===== src/rtl/xlt_pkg.sv =====
package xlt_pkg;
    typedef enum logic [1:0] {
        ROUTE_BYPASS = 2'd0,
        ROUTE_DIRECT = 2'd1,
        ROUTE_PAGED  = 2'd2
    } route_e;
endpackage


===== src/rtl/xlt_route_sel.sv =====
module xlt_route_sel
    import xlt_pkg::*;
#(
    parameter int SEG_BITS = 4,
    localparam int NUM_SEG = 2 ** SEG_BITS
) (
    input  logic [1:0]          xlat_mode,
    input  logic [NUM_SEG-1:0]  seg_map,
    input  logic [SEG_BITS-1:0] seg,
    input  logic                user_mode,
    output route_e              route
);
    logic xlat_on;
    logic direct_ok;

    assign xlat_on   = |xlat_mode;
    assign direct_ok = seg_map[seg] & ~user_mode;

    always_comb begin
        unique case ({xlat_on, direct_ok})
            2'b00, 2'b01: route = ROUTE_BYPASS;
            2'b11:        route = ROUTE_DIRECT;
            default:      route = ROUTE_PAGED;
        endcase
    end
endmodule


===== src/rtl/xlt_base_pick.sv =====
module xlt_base_pick #(
    parameter int SEG_BITS = 4,
    localparam int NUM_SEG = 2 ** SEG_BITS,
    localparam int HALF    = NUM_SEG / 2,
    localparam int KB_W    = HALF * SEG_BITS
) (
    input  logic [KB_W-1:0]     kbase_lo,
    input  logic [KB_W-1:0]     kbase_hi,
    input  logic [SEG_BITS-1:0] seg,
    output logic [SEG_BITS-1:0] nibble
);
    logic [SEG_BITS-1:0] nib_arr [NUM_SEG];

    for (genvar g = 0; g < NUM_SEG; g++) begin : g_seg
        if (g < HALF) begin : g_lo
            assign nib_arr[g] = kbase_lo[g*SEG_BITS +: SEG_BITS];
        end else begin : g_hi
            assign nib_arr[g] = kbase_hi[(g-HALF)*SEG_BITS +: SEG_BITS];
        end
    end

    assign nibble = nib_arr[seg];
endmodule


===== src/rtl/xlt_out_stage.sv =====
module xlt_out_stage #(
    parameter int W       = 34,
    parameter int OUT_REG = 1
) (
    input  logic         clk,
    input  logic         rst_n,
    input  logic [W-1:0] d,
    output logic [W-1:0] q
);
    if (OUT_REG != 0) begin : g_reg
        logic [W-1:0] q_r;
        always_ff @(posedge clk) begin
            if (!rst_n) q_r <= '0;
            else        q_r <= d;
        end
        assign q = q_r;
    end else begin : g_comb
        logic unused_clk;
        assign unused_clk = clk ^ rst_n;
        assign q = d;
    end
endmodule


===== src/rtl/xlt_front.sv =====
module xlt_front
    import xlt_pkg::*;
#(
    parameter int ADDR_W   = 32,
    parameter int SEG_BITS = 4,
    parameter int OUT_REG  = 1
) (
    input  logic                                 clk,
    input  logic                                 rst_n,
    input  logic [ADDR_W-1:0]                    vaddr,
    input  logic                                 user_mode,
    input  logic [1:0]                           xlat_mode,
    input  logic [(2**SEG_BITS)-1:0]             seg_map,
    input  logic [(2**SEG_BITS)/2*SEG_BITS-1:0]  kbase_lo,
    input  logic [(2**SEG_BITS)/2*SEG_BITS-1:0]  kbase_hi,
    output logic [ADDR_W-1:0]                    paddr,
    output logic                                 full_perm,
    output logic                                 page_req
);
    localparam int OFF_W = ADDR_W - SEG_BITS;
    localparam int OUT_W = ADDR_W + 2;

    logic [SEG_BITS-1:0] seg;
    logic [SEG_BITS-1:0] nibble;
    route_e              route;
    logic [ADDR_W-1:0]   paddr_c;
    logic                perm_c;
    logic                req_c;

    assign seg = vaddr[ADDR_W-1 -: SEG_BITS];

    xlt_route_sel #(.SEG_BITS(SEG_BITS)) u_route (
        .xlat_mode (xlat_mode),
        .seg_map   (seg_map),
        .seg       (seg),
        .user_mode (user_mode),
        .route     (route)
    );

    xlt_base_pick #(.SEG_BITS(SEG_BITS)) u_base (
        .kbase_lo (kbase_lo),
        .kbase_hi (kbase_hi),
        .seg      (seg),
        .nibble   (nibble)
    );

    always_comb begin
        paddr_c = vaddr;
        perm_c  = 1'b0;
        req_c   = 1'b0;
        unique case (route)
            ROUTE_BYPASS: perm_c = 1'b1;
            ROUTE_DIRECT: begin
                paddr_c = {nibble, vaddr[OFF_W-1:0]};
                perm_c  = 1'b1;
            end
            default:      req_c = 1'b1;
        endcase
    end

    xlt_out_stage #(.W(OUT_W), .OUT_REG(OUT_REG)) u_out (
        .clk   (clk),
        .rst_n (rst_n),
        .d     ({paddr_c, perm_c, req_c}),
        .q     ({paddr, full_perm, page_req})
    );
endmodule


===== config.mk =====
export PLATFORM = sky130hd
export DESIGN_NAME = xlt_front
export DESIGN_NICKNAME = d
export VERILOG_FILES = /design/src/rtl/xlt_pkg.sv /design/src/rtl/xlt_route_sel.sv /design/src/rtl/xlt_base_pick.sv /design/src/rtl/xlt_out_stage.sv /design/src/rtl/xlt_front.sv
export SDC_FILE = /design/constraint.sdc
export NUM_CORES = 1
export LEC_CHECK = 0
export BUFFER_PORTS_ARGS = -buffer_cell sky130_fd_sc_hd__buf_2
export CAP_MARGIN = 20
export CORE_MARGIN = 4
export CORE_UTILIZATION = 38
export CTS_CLUSTER_SIZE = 16
export DETAILED_ROUTE_END_ITERATION = 12
export PLACE_DENSITY = 0.9
export RECOVER_POWER = 25
export SYNTH_ARGS = -nofsm -noshare
export SYNTH_HDL_FRONTEND = slang
export SYNTH_HIERARCHICAL = 1
export SYNTH_SLANG_ARGS = --single-unit

===== constraint.sdc =====
create_clock -name clk -period 2.1 [get_ports clk]
set_input_delay 0.21 -clock clk [delete_from_list [all_inputs] [get_ports clk]]
set_output_delay 0.21 -clock clk [all_outputs]
set_load 0.05 [all_outputs]

==> run_results.csv, run 1 <==
group,metric,value,unit
yosys,syn-num-nets,254,
finish,fillCellCount,359,
cts,numCtsBuffers,5,
finish,stdcell_count,345,
placement,dp.cells,337,
route,wirelength,4886,microns
timing,finalHoldViolations,0,
critical_path,crit_required,2.27,ns
status,status,"complete, no violations",
yosys,synth_flop_cell,"dfxtp_1",
critical_path,path_class,"in -> reg",
finish,syn2layout_area_growth,51.13,%
timing,slew-limit-headroom,0.3619,
critical_path,setup.worst_path.start,"vaddr[28]",
power,ir_drop,0.2599,mV
floorplanning,ios,151,
route,wl_met1,1798,microns
finish,final_core_util,0.6016,
yosys,yosysWarnings,6,
cts,cts_tree,"yes",
yosys,ys_types,24,
floorplanning,dieWidth,76.24,microns
yosys,netlist_area,0.001769,sq mm
cts,cts-root-buf,"clkbuf_8",
placement,dpl-instance-area,0.002580,sq mm
yosys,synthXorXnorAreaFrac,0,
global_route,grt_pass1_wl,7941,microns
floorplanning,rows,24,
finish,largest_register_ff_count,34,
finish,num_antenna_cells,0,
yosys,synthMuxAreaShare,0.3154,
timing,tightest_slew,0.9571,ns
placement,io_buffers,150,
finish,final_common_cell,"buf_2",
global_route,grt_use_total,0.1702,
yosys,synthAdderAreaFrac,0,
critical_path,arrival,1.90,ns
timing,setup_violations,0,
route,drt_iter0_markers,28,
route,vias_per_cell,4.890,
finish,fin_nets,409,
cts,clk_pin_slew,0.07,ns
timing,slew_violations,0,
yosys,synth_top_family_by_area,"multiplexers",
floorplanning,core_area,0.004444,sq mm
timing,rsz0062_at_grt,"false",
finish,drive_above_1_share,0.7133,
critical_path,path_max_fanout,5,
route,first_pass_iters,4,
cts,h-tree-depth,2,
route,wl_per_cell,14.16,microns
yosys,yosys.area_share.simple,0.2185,
yosys,synth-seq-cells,34,
cts,clock_path_buffers,2,
power,power.total,1.646,mW
cts,cts_hold_buffers,0,
floorplanning,start_util,0.3981,
critical_path,critPathLaunchType,"primary input",
critical_path,crit_chain,"buf_2 > mux4_2 > nand2b_1 > nand3_2 > o211a_1 > nor2b_4 > mux2_4 > and2_2",
min_path,hold_path_class,"in -> reg",
power,powerDensity,615.6,mW/mm^2
route,remaining_drc_errors,0,
critical_path,max_stage_delay,0.51,ns
floorplanning,die_y,76.24,microns
min_path,hp-start,"vaddr[24]",
placement,gp_congestion,0.8153,
critical_path,end_kind,"register",
job,cap_violations,0,
route,wl_met2,2543,microns
route,top_layer,"met4",
timing,period_minus_slack,1.733,ns
route,num_vias,1687,
cts,cts_setup_buffers,0,
yosys,ys_seq_area_frac,0.3847,
timing,min_period_over_period,0.8251,
placement,dp_slack,0.06606,ns
route,drtAntennaViolNets,0,
timing,fmax,577.1,MHz
cts,numClockSinks,34,
yosys,avgSynthCellArea,12.91,sq um
critical_path,crit_slowest_cell,"mux4_2",
timing,setup_ws,0.3673,ns
global_route,first_global_vias,1747,
yosys,synthCells,137,
global_route,grt_max_degree,35,
global_route,grt_overflow,0,
timing,finalSetupTns,0,ns
route,route.met3.wl,477,microns
yosys,synth_edf_count,0,
placement,dp_hpwl,4219,microns
finish,final_cell_mix,"buf_2 (149), and2_2 (34), dfxtp_1 (34), mux4_1 (14), nand3_1 (9)",
timing,holdWs,0.1488,ns
yosys,synth-compound-area-share,0.03960,
global_route,antenna_found_initial,0,
power,leakage,1.407,nW
floorplanning,dieArea,0.005812,sq mm
finish,postLayoutCellArea,0.002674,sq mm
cts,postCtsResizedCells,0,
yosys,synthArstFlopShare,0,
logic make-up after synthesis:
logic type / after synthesis
AO/OA/AOI/OAI: 9
multiplexers: 26
buffers and inverters: 10
flip-flops: 34
AND/OR/NAND/NOR: 58
final timing paths:
path                     endpoint  cells past startpoint
worst min-delay path  u_out/q[26]                      2
worst max-delay path  u_out/q[31]                      8
critical path: cells and delay by family:
| family | cells | cell delay (ns) |
|---|---|---|
| buffers and inverters | 1 | 0.18 |
| AND/OR/NAND/NOR | 4 | 0.50 |
| AO/OA/AOI/OAI | 1 | 0.21 |
| multiplexers | 2 | 0.80 |
report_power, final:
part / internal, mW / leakage, nW / total (mW) / switching, mW
clock: 0.263 / 0.0472 / 0.487 / 0.224
sequential: 0.682 / 0.283 / 0.689 / 0.00701
combinational: 0.220 / 1.08 / 0.470 / 0.250
total: 1.17 / 1.41 / 1.65 / 0.481
synthesized netlist by cell type (3+ instances only):
library cell  count  area (sq um)
a22oi_1           5         37.54
mux2_4            4         60.06
nand2_1           4         15.01
mux4_1           14         367.9
clkbuf_2          3         15.01
dfxtp_1          34         680.7
nor2_1            4         15.01
mux4_2            4         90.09
nand3_1           9         45.04
and2_2           34         255.2
mux2i_1           4         40.04
area by class of cell:
class,instances,area (sq um),area share
inverters,1,3.754,0.001404
flip-flops and latches,34,680.7,0.2546
repair buffers,157,814.5,0.3046
multi-input cells,93,1015,0.3795
well taps,52,65.06,0.02433
clock buffers,6,82.58,0.03088
clock inverters,2,12.51,0.004679
routing by layer:
metal  GRT usage  up-vias
met5           0        -
met4     0.05978        0
met3     0.04374        7
met2      0.3190      109
met1      0.1830      755
li1            -      816
(Power assumes the default switching activity.)
==> run 2, diff against run 1 <==
- ABC_AREA: default -> 1
- CORE_UTILIZATION: 38 -> 37
- PLACE_DENSITY: 0.9 -> 0.86
- clock period: 2.1 -> 1.4 ns (I/O delays scaled with it)
==> run_results.csv, run 2 <==
group,metric,value,unit
route,wl_met2,3117,microns
yosys,synth_edf_count,0,
finish,final_cell_mix,"buf_2 (148), nand2_1 (142), inv_1 (95), nand3_1 (63), dfxtp_1 (34)",
cts,numCtsBuffers,5,
global_route,antenna_found_initial,0,
yosys,synthCells,371,
critical_path,arrival,1.38,ns
yosys,netlist_area,0.002146,sq mm
route,vias_per_cell,4.382,
timing,slew_violations,0,
floorplanning,start_util,0.3850,
timing,setup_ws,0.1929,ns
yosys,synth-seq-cells,34,
finish,drive_above_1_share,0.3443,
timing,finalHoldViolations,0,
placement,dp.cells,582,
power,powerDensity,895.9,mW/mm^2
yosys,ys_seq_area_frac,0.3172,
floorplanning,rows,27,
global_route,first_global_vias,2389,
floorplanning,dieWidth,84.16,microns
timing,rsz0062_at_grt,"false",
power,ir_drop,0.6530,mV
cts,cts_hold_buffers,0,
critical_path,crit_chain,"clkbuf_4 > inv_6 > nand2_2 > nand2_1 > nand2_1 > nand3_1 > nand3_1 > nand2_1 > nand2_1 > nor2_2 > nand2_2 > nand2_1 > nand2_1 > nand2_1 > inv_1",
global_route,grt_overflow,0,
global_route,grt_use_total,0.1626,
cts,clock_path_buffers,2,
cts,h-tree-depth,2,
finish,stdcell_count,589,
route,remaining_drc_errors,0,
cts,postCtsResizedCells,0,
route,num_vias,2581,
finish,largest_register_ff_count,34,
route,route.met3.wl,539,microns
placement,dp_hpwl,5084,microns
yosys,yosysWarnings,6,
finish,final_common_cell,"buf_2",
floorplanning,ios,151,
min_path,hold_path_class,"in -> reg",
timing,slew-limit-headroom,0.5805,
timing,setup_violations,0,
finish,fin_nets,634,
yosys,ys_types,16,
critical_path,critPathLaunchType,"primary input",
yosys,synth_common_cells,"nand2_1 (142), inv_1 (95), nand3_1 (63)",
critical_path,crit_slowest_cell,"nor2_2",
route,wirelength,6107,microns
route,top_layer,"met4",
timing,tightest_slew,0.6293,ns
cts,cts_tree,"yes",
critical_path,max_stage_delay,0.20,ns
placement,dp_slack,-0.1373,ns
critical_path,cp-endpoint,"u_out/q[31]",
job,cap_violations,0,
yosys,synthTopCellsByArea,"dfxtp_1 (32%), nand2_1 (25%), inv_1 (17%)",
placement,dpl-instance-area,0.002904,sq mm
floorplanning,core_area,0.005574,sq mm
critical_path,end_kind,"register",
cts,clk_pin_slew,0.06,ns
power,leakage,2.128,nW
route,drtAntennaViolNets,0,
global_route,grt_pass1_wl,9653,microns
yosys,avgSynthCellArea,5.784,sq um
yosys,synth_flop_cell,"dfxtp_1",
yosys,synth_top_area_share,0.3172,
timing,fmax,828.4,MHz
route,first_pass_iters,4,
yosys,synth.most_common_cell,"nand2_1",
global_route,grt_max_degree,35,
cts,cts-root-buf,"clkbuf_8",
critical_path,critPathMostFrequentCell,"nand2_1",
cts,cts_setup_buffers,0,
timing,period_minus_slack,1.207,ns
floorplanning,die_y,84.16,microns
cts,numClockSinks,34,
finish,num_antenna_cells,0,
placement,io_buffers,150,
floorplanning,dieArea,0.007082,sq mm
timing,holdWs,0.04114,ns
finish,postLayoutCellArea,0.003019,sq mm
status,status,"complete, no violations",
yosys,synthArstFlopShare,0,
route,drt_iter0_markers,76,
timing,min_period_over_period,0.8622,
finish,fillCellCount,536,
critical_path,crit_required,1.57,ns
placement,gp_congestion,0.8177,
route,wl_met1,2350,microns
critical_path,setup.worst_path.start,"vaddr[28]",
finish,syn2layout_area_growth,40.70,%
critical_path,path_class,"in -> reg",
critical_path,path_max_fanout,11,
yosys,yosys.area.top_type,"dfxtp_1",
route,wl_per_cell,10.37,microns
yosys,syn-num-nets,488,
[run 2: changes by cell type in the layout (fill, tap and decap cells not counted), sizes merged, moves of 3 or more]
cell | before | now
nand2 | 4 | 147
inv | 1 | 104
nand3 | 10 | 63
and2 | 34 | 0
mux4 | 18 | 0
a22oi | 5 | 0
mux2 | 4 | 0
mux2i | 4 | 0
nor2b | 3 | 0
[run 2: power breakdown]
group          switching, mW  internal (mW)
registers             0.0119           1.02
clock network          0.314          0.569
logic                  0.501          0.286
total                  0.827           1.88
[run 2: kinds of logic (layout without fill, tap and decap cells)]
group	Yosys count	count (layout)	synth area share
AND/OR/NAND/NOR	215	215	0.4216
buffers and inverters	121	267	0.2589
flip-flops	34	34	0.3172
AO/OA/AOI/OAI	1	1	0.002330
[run 2: metal layers]
| layer | vias up | track usage |
|---|---|---|
| met4 | 0 | 0.05117 |
| li1 | 1350 | - |
| met2 | 130 | 0.3207 |
| met1 | 1091 | 0.1680 |
| met5 | - | 0 |
| met3 | 10 | 0.03533 |
[run 2: worst min-delay path by stage]
stage             endpoint  depth (start not counted)       from  slack (ns)
3_5_place_dp   u_out/q[16]                          3  vaddr[14]        0.33
5_1_grt        u_out/q[24]                          3  vaddr[22]        0.03
3_3_place_gp   u_out/q[29]                          3  vaddr[27]        0.32
2_1_floorplan  u_out/q[10]                          2   vaddr[8]        0.24
4_1_cts        u_out/q[21]                          3  vaddr[19]        0.03
6_report       u_out/q[25]                          3  vaddr[23]        0.04
[run 2: critical path, delay by kind of cell]
family,cells,cell delay [ns]
and+or+nand+nor,12,0.90
buffers and inverters,3,0.34
[run 2: layout make-up]
type	count	area, sq um	area share
flip-flops and latches	34	680.7	0.2254
repair buffers	156	823.3	0.2727
clock buffers	6	82.58	0.02735
multi-input cells	216	909.6	0.3013
clock inverters	1	30.03	0.009946
well taps	72	90.09	0.02984
inverters	104	402.9	0.1334
[run 2: per-stage QoR]
step	power [mW]	util	TNS, ns
detailed placement	1.845	0.5210	-0.5022
finish	2.705	0.5416	0
global route	2.855	0.5416	0
floorplan	1.582	-	0
global placement	1.833	0.5210	-0.4434
CTS	2.738	0.5412	0
==> run 3, diff against run 2 <==
- BUFFER_PORTS_ARGS: -buffer_cell sky130_fd_sc_hd__buf_2 -> -buffer_cell sky130_fd_sc_hd__buf_4
==> run_results.csv, run 3 (synthesis results as in run 2) <==
group,metric,value,unit
cts,postCtsResizedCells,0,
floorplanning,dieWidth,84.16,microns
route,drtAntennaViolNets,0,
floorplanning,die_y,84.16,microns
critical_path,crit_slowest_cell,"nor2_2",
floorplanning,rows,27,
cts,numClockSinks,34,
finish,postLayoutCellArea,0.003356,sq mm
timing,min_period_over_period,0.8431,
power,powerDensity,792.0,mW/mm^2
timing,slew-limit-headroom,0.1540,
min_path,hold_end,"u_out/q[25]",
power,leakage,2.217,nW
finish,syn2layout_area_growth,56.38,%
timing,setup_ws,0.2197,ns
route,first_pass_iters,4,
min_path,hold_path_class,"in -> reg",
route,wirelength,6593,microns
cts,cts_tree,"yes",
placement,dpl-instance-area,0.003264,sq mm
placement,dp_slack,-0.03390,ns
global_route,grt_pass1_wl,10760,microns
finish,final_cell_mix,"buf_4 (151), nand2_1 (142), inv_1 (95), nand3_1 (63), dfxtp_1 (34)",
route,remaining_drc_errors,0,
power,ir_drop,0.4600,mV
cts,clock_path_buffers,2,
min_path,hold_depth,3,
global_route,grt_max_degree,35,
status,status,"complete, no violations",
floorplanning,dieArea,0.007082,sq mm
route,num_vias,2551,
cts,clk_pin_slew,0.07,ns
critical_path,arrival,1.35,ns
finish,drive_above_1_share,0.3411,
placement,gp_congestion,0.8619,
global_route,grt_use_total,0.1802,
placement,dp.cells,580,
route,wl_per_cell,11.21,microns
global_route,first_global_vias,2520,
timing,finalSetupTns,0,ns
critical_path,crit_required,1.57,ns
route,drt_iter0_markers,143,
timing,holdWs,0.04218,ns
timing,slew_violations,0,
timing,rsz0062_at_grt,"false",
global_route,antenna_found_initial,0,
cts,cts_setup_buffers,0,
timing,period_minus_slack,1.180,ns
floorplanning,start_util,0.3850,
timing,fmax,847.2,MHz
placement,io_buffers,150,
cts,cts-root-buf,"clkbuf_8",
critical_path,path_class,"in -> reg",
placement,dp_hpwl,5426,microns
cts,h-tree-depth,2,
route,vias_per_cell,4.338,
cts,cts_hold_buffers,0,
critical_path,crit_chain,"buf_4 > inv_6 > nand2_2 > nand2_1 > nand2_1 > nand3_1 > nand3_1 > nand2_1 > nand2_1 > nor2_2 > nand2_2 > nand2_1 > nand2_1 > nand2_1 > inv_1",
finish,final_common_cell,"buf_4",
global_route,grt_overflow,0,
critical_path,critPathMostFrequentCell,"nand2_1",
floorplanning,core_area,0.005574,sq mm
timing,tightest_slew,1.269,ns
finish,fin_nets,632,
finish,fillCellCount,522,
critical_path,max_stage_delay,0.18,ns
finish,num_antenna_cells,0,
finish,largest_register_ff_count,34,
critical_path,end_kind,"register",
job,cap_violations,0,
cts,numCtsBuffers,5,
power,power.total,2.658,mW
critical_path,critPathLaunchType,"primary input",
finish,stdcell_count,588,
timing,setup_violations,0,
min_path,hp-start,"vaddr[23]",
critical_path,path_max_fanout,11,
finish,final_core_util,0.6020,
floorplanning,ios,151,
timing,finalHoldViolations,0,
==> run 3: changes by cell type in the layout (fill, tap and decap cells not counted), sizes merged <==
cell	change
buf	-1
bufinv	-1
clkbuf	-1
clkinv	+1
clkinvlp	+1
==> run 3: worst max-delay path by stage <==
stage,from,slack (ns),end,cells after the start
floorplan,vaddr[28],0.18,u_out/q[30],15
global placement,vaddr[28],0.04,u_out/q[33],12
detailed placement,vaddr[28],-0.03,u_out/q[33],15
CTS,vaddr[28],0.25,u_out/q[32],15
global route,vaddr[28],0.05,u_out/q[32],14
finish,vaddr[28],0.22,u_out/q[33],15
==> run 3: power by group <==
| group | leakage, nW | internal [mW] | total [mW] | switching (mW) |
|---|---|---|---|---|
| Sequential | 0.283 | 1.02 | 1.04 | 0.0154 |
| Clock | 0.0472 | 0.394 | 0.712 | 0.318 |
| Combinational | 1.89 | 0.403 | 0.907 | 0.504 |
| Total | 2.22 | 1.82 | 2.66 | 0.837 |
==> run 3: per-layer routing <==
metal | track usage | vias up | routed length (microns)
li1 | - | 1350 | -
met1 | 0.1968 | 1089 | 2422
met2 | 0.3379 | 100 | 3536
met3 | 0.04122 | 12 | 512
met4 | 0.06287 | 0 | 123
met5 | 0 | - | 0
==> run 3: critical path, delay by kind of cell <==
kind,cells,cell delay (ns)
buf+inv,3,0.30
simple gates,12,0.89
==> run 3: area by class of cell <==
cell class	count	area, sq um	share of cell area
clock inverter	2	12.51	0.003729
timing repair buffer	154	1177	0.3509
inverter	104	402.9	0.1201
sequential	34	680.7	0.2028
clock buffer	6	82.58	0.02461
tap	72	90.09	0.02685
multi-input combinational	216	909.6	0.2711
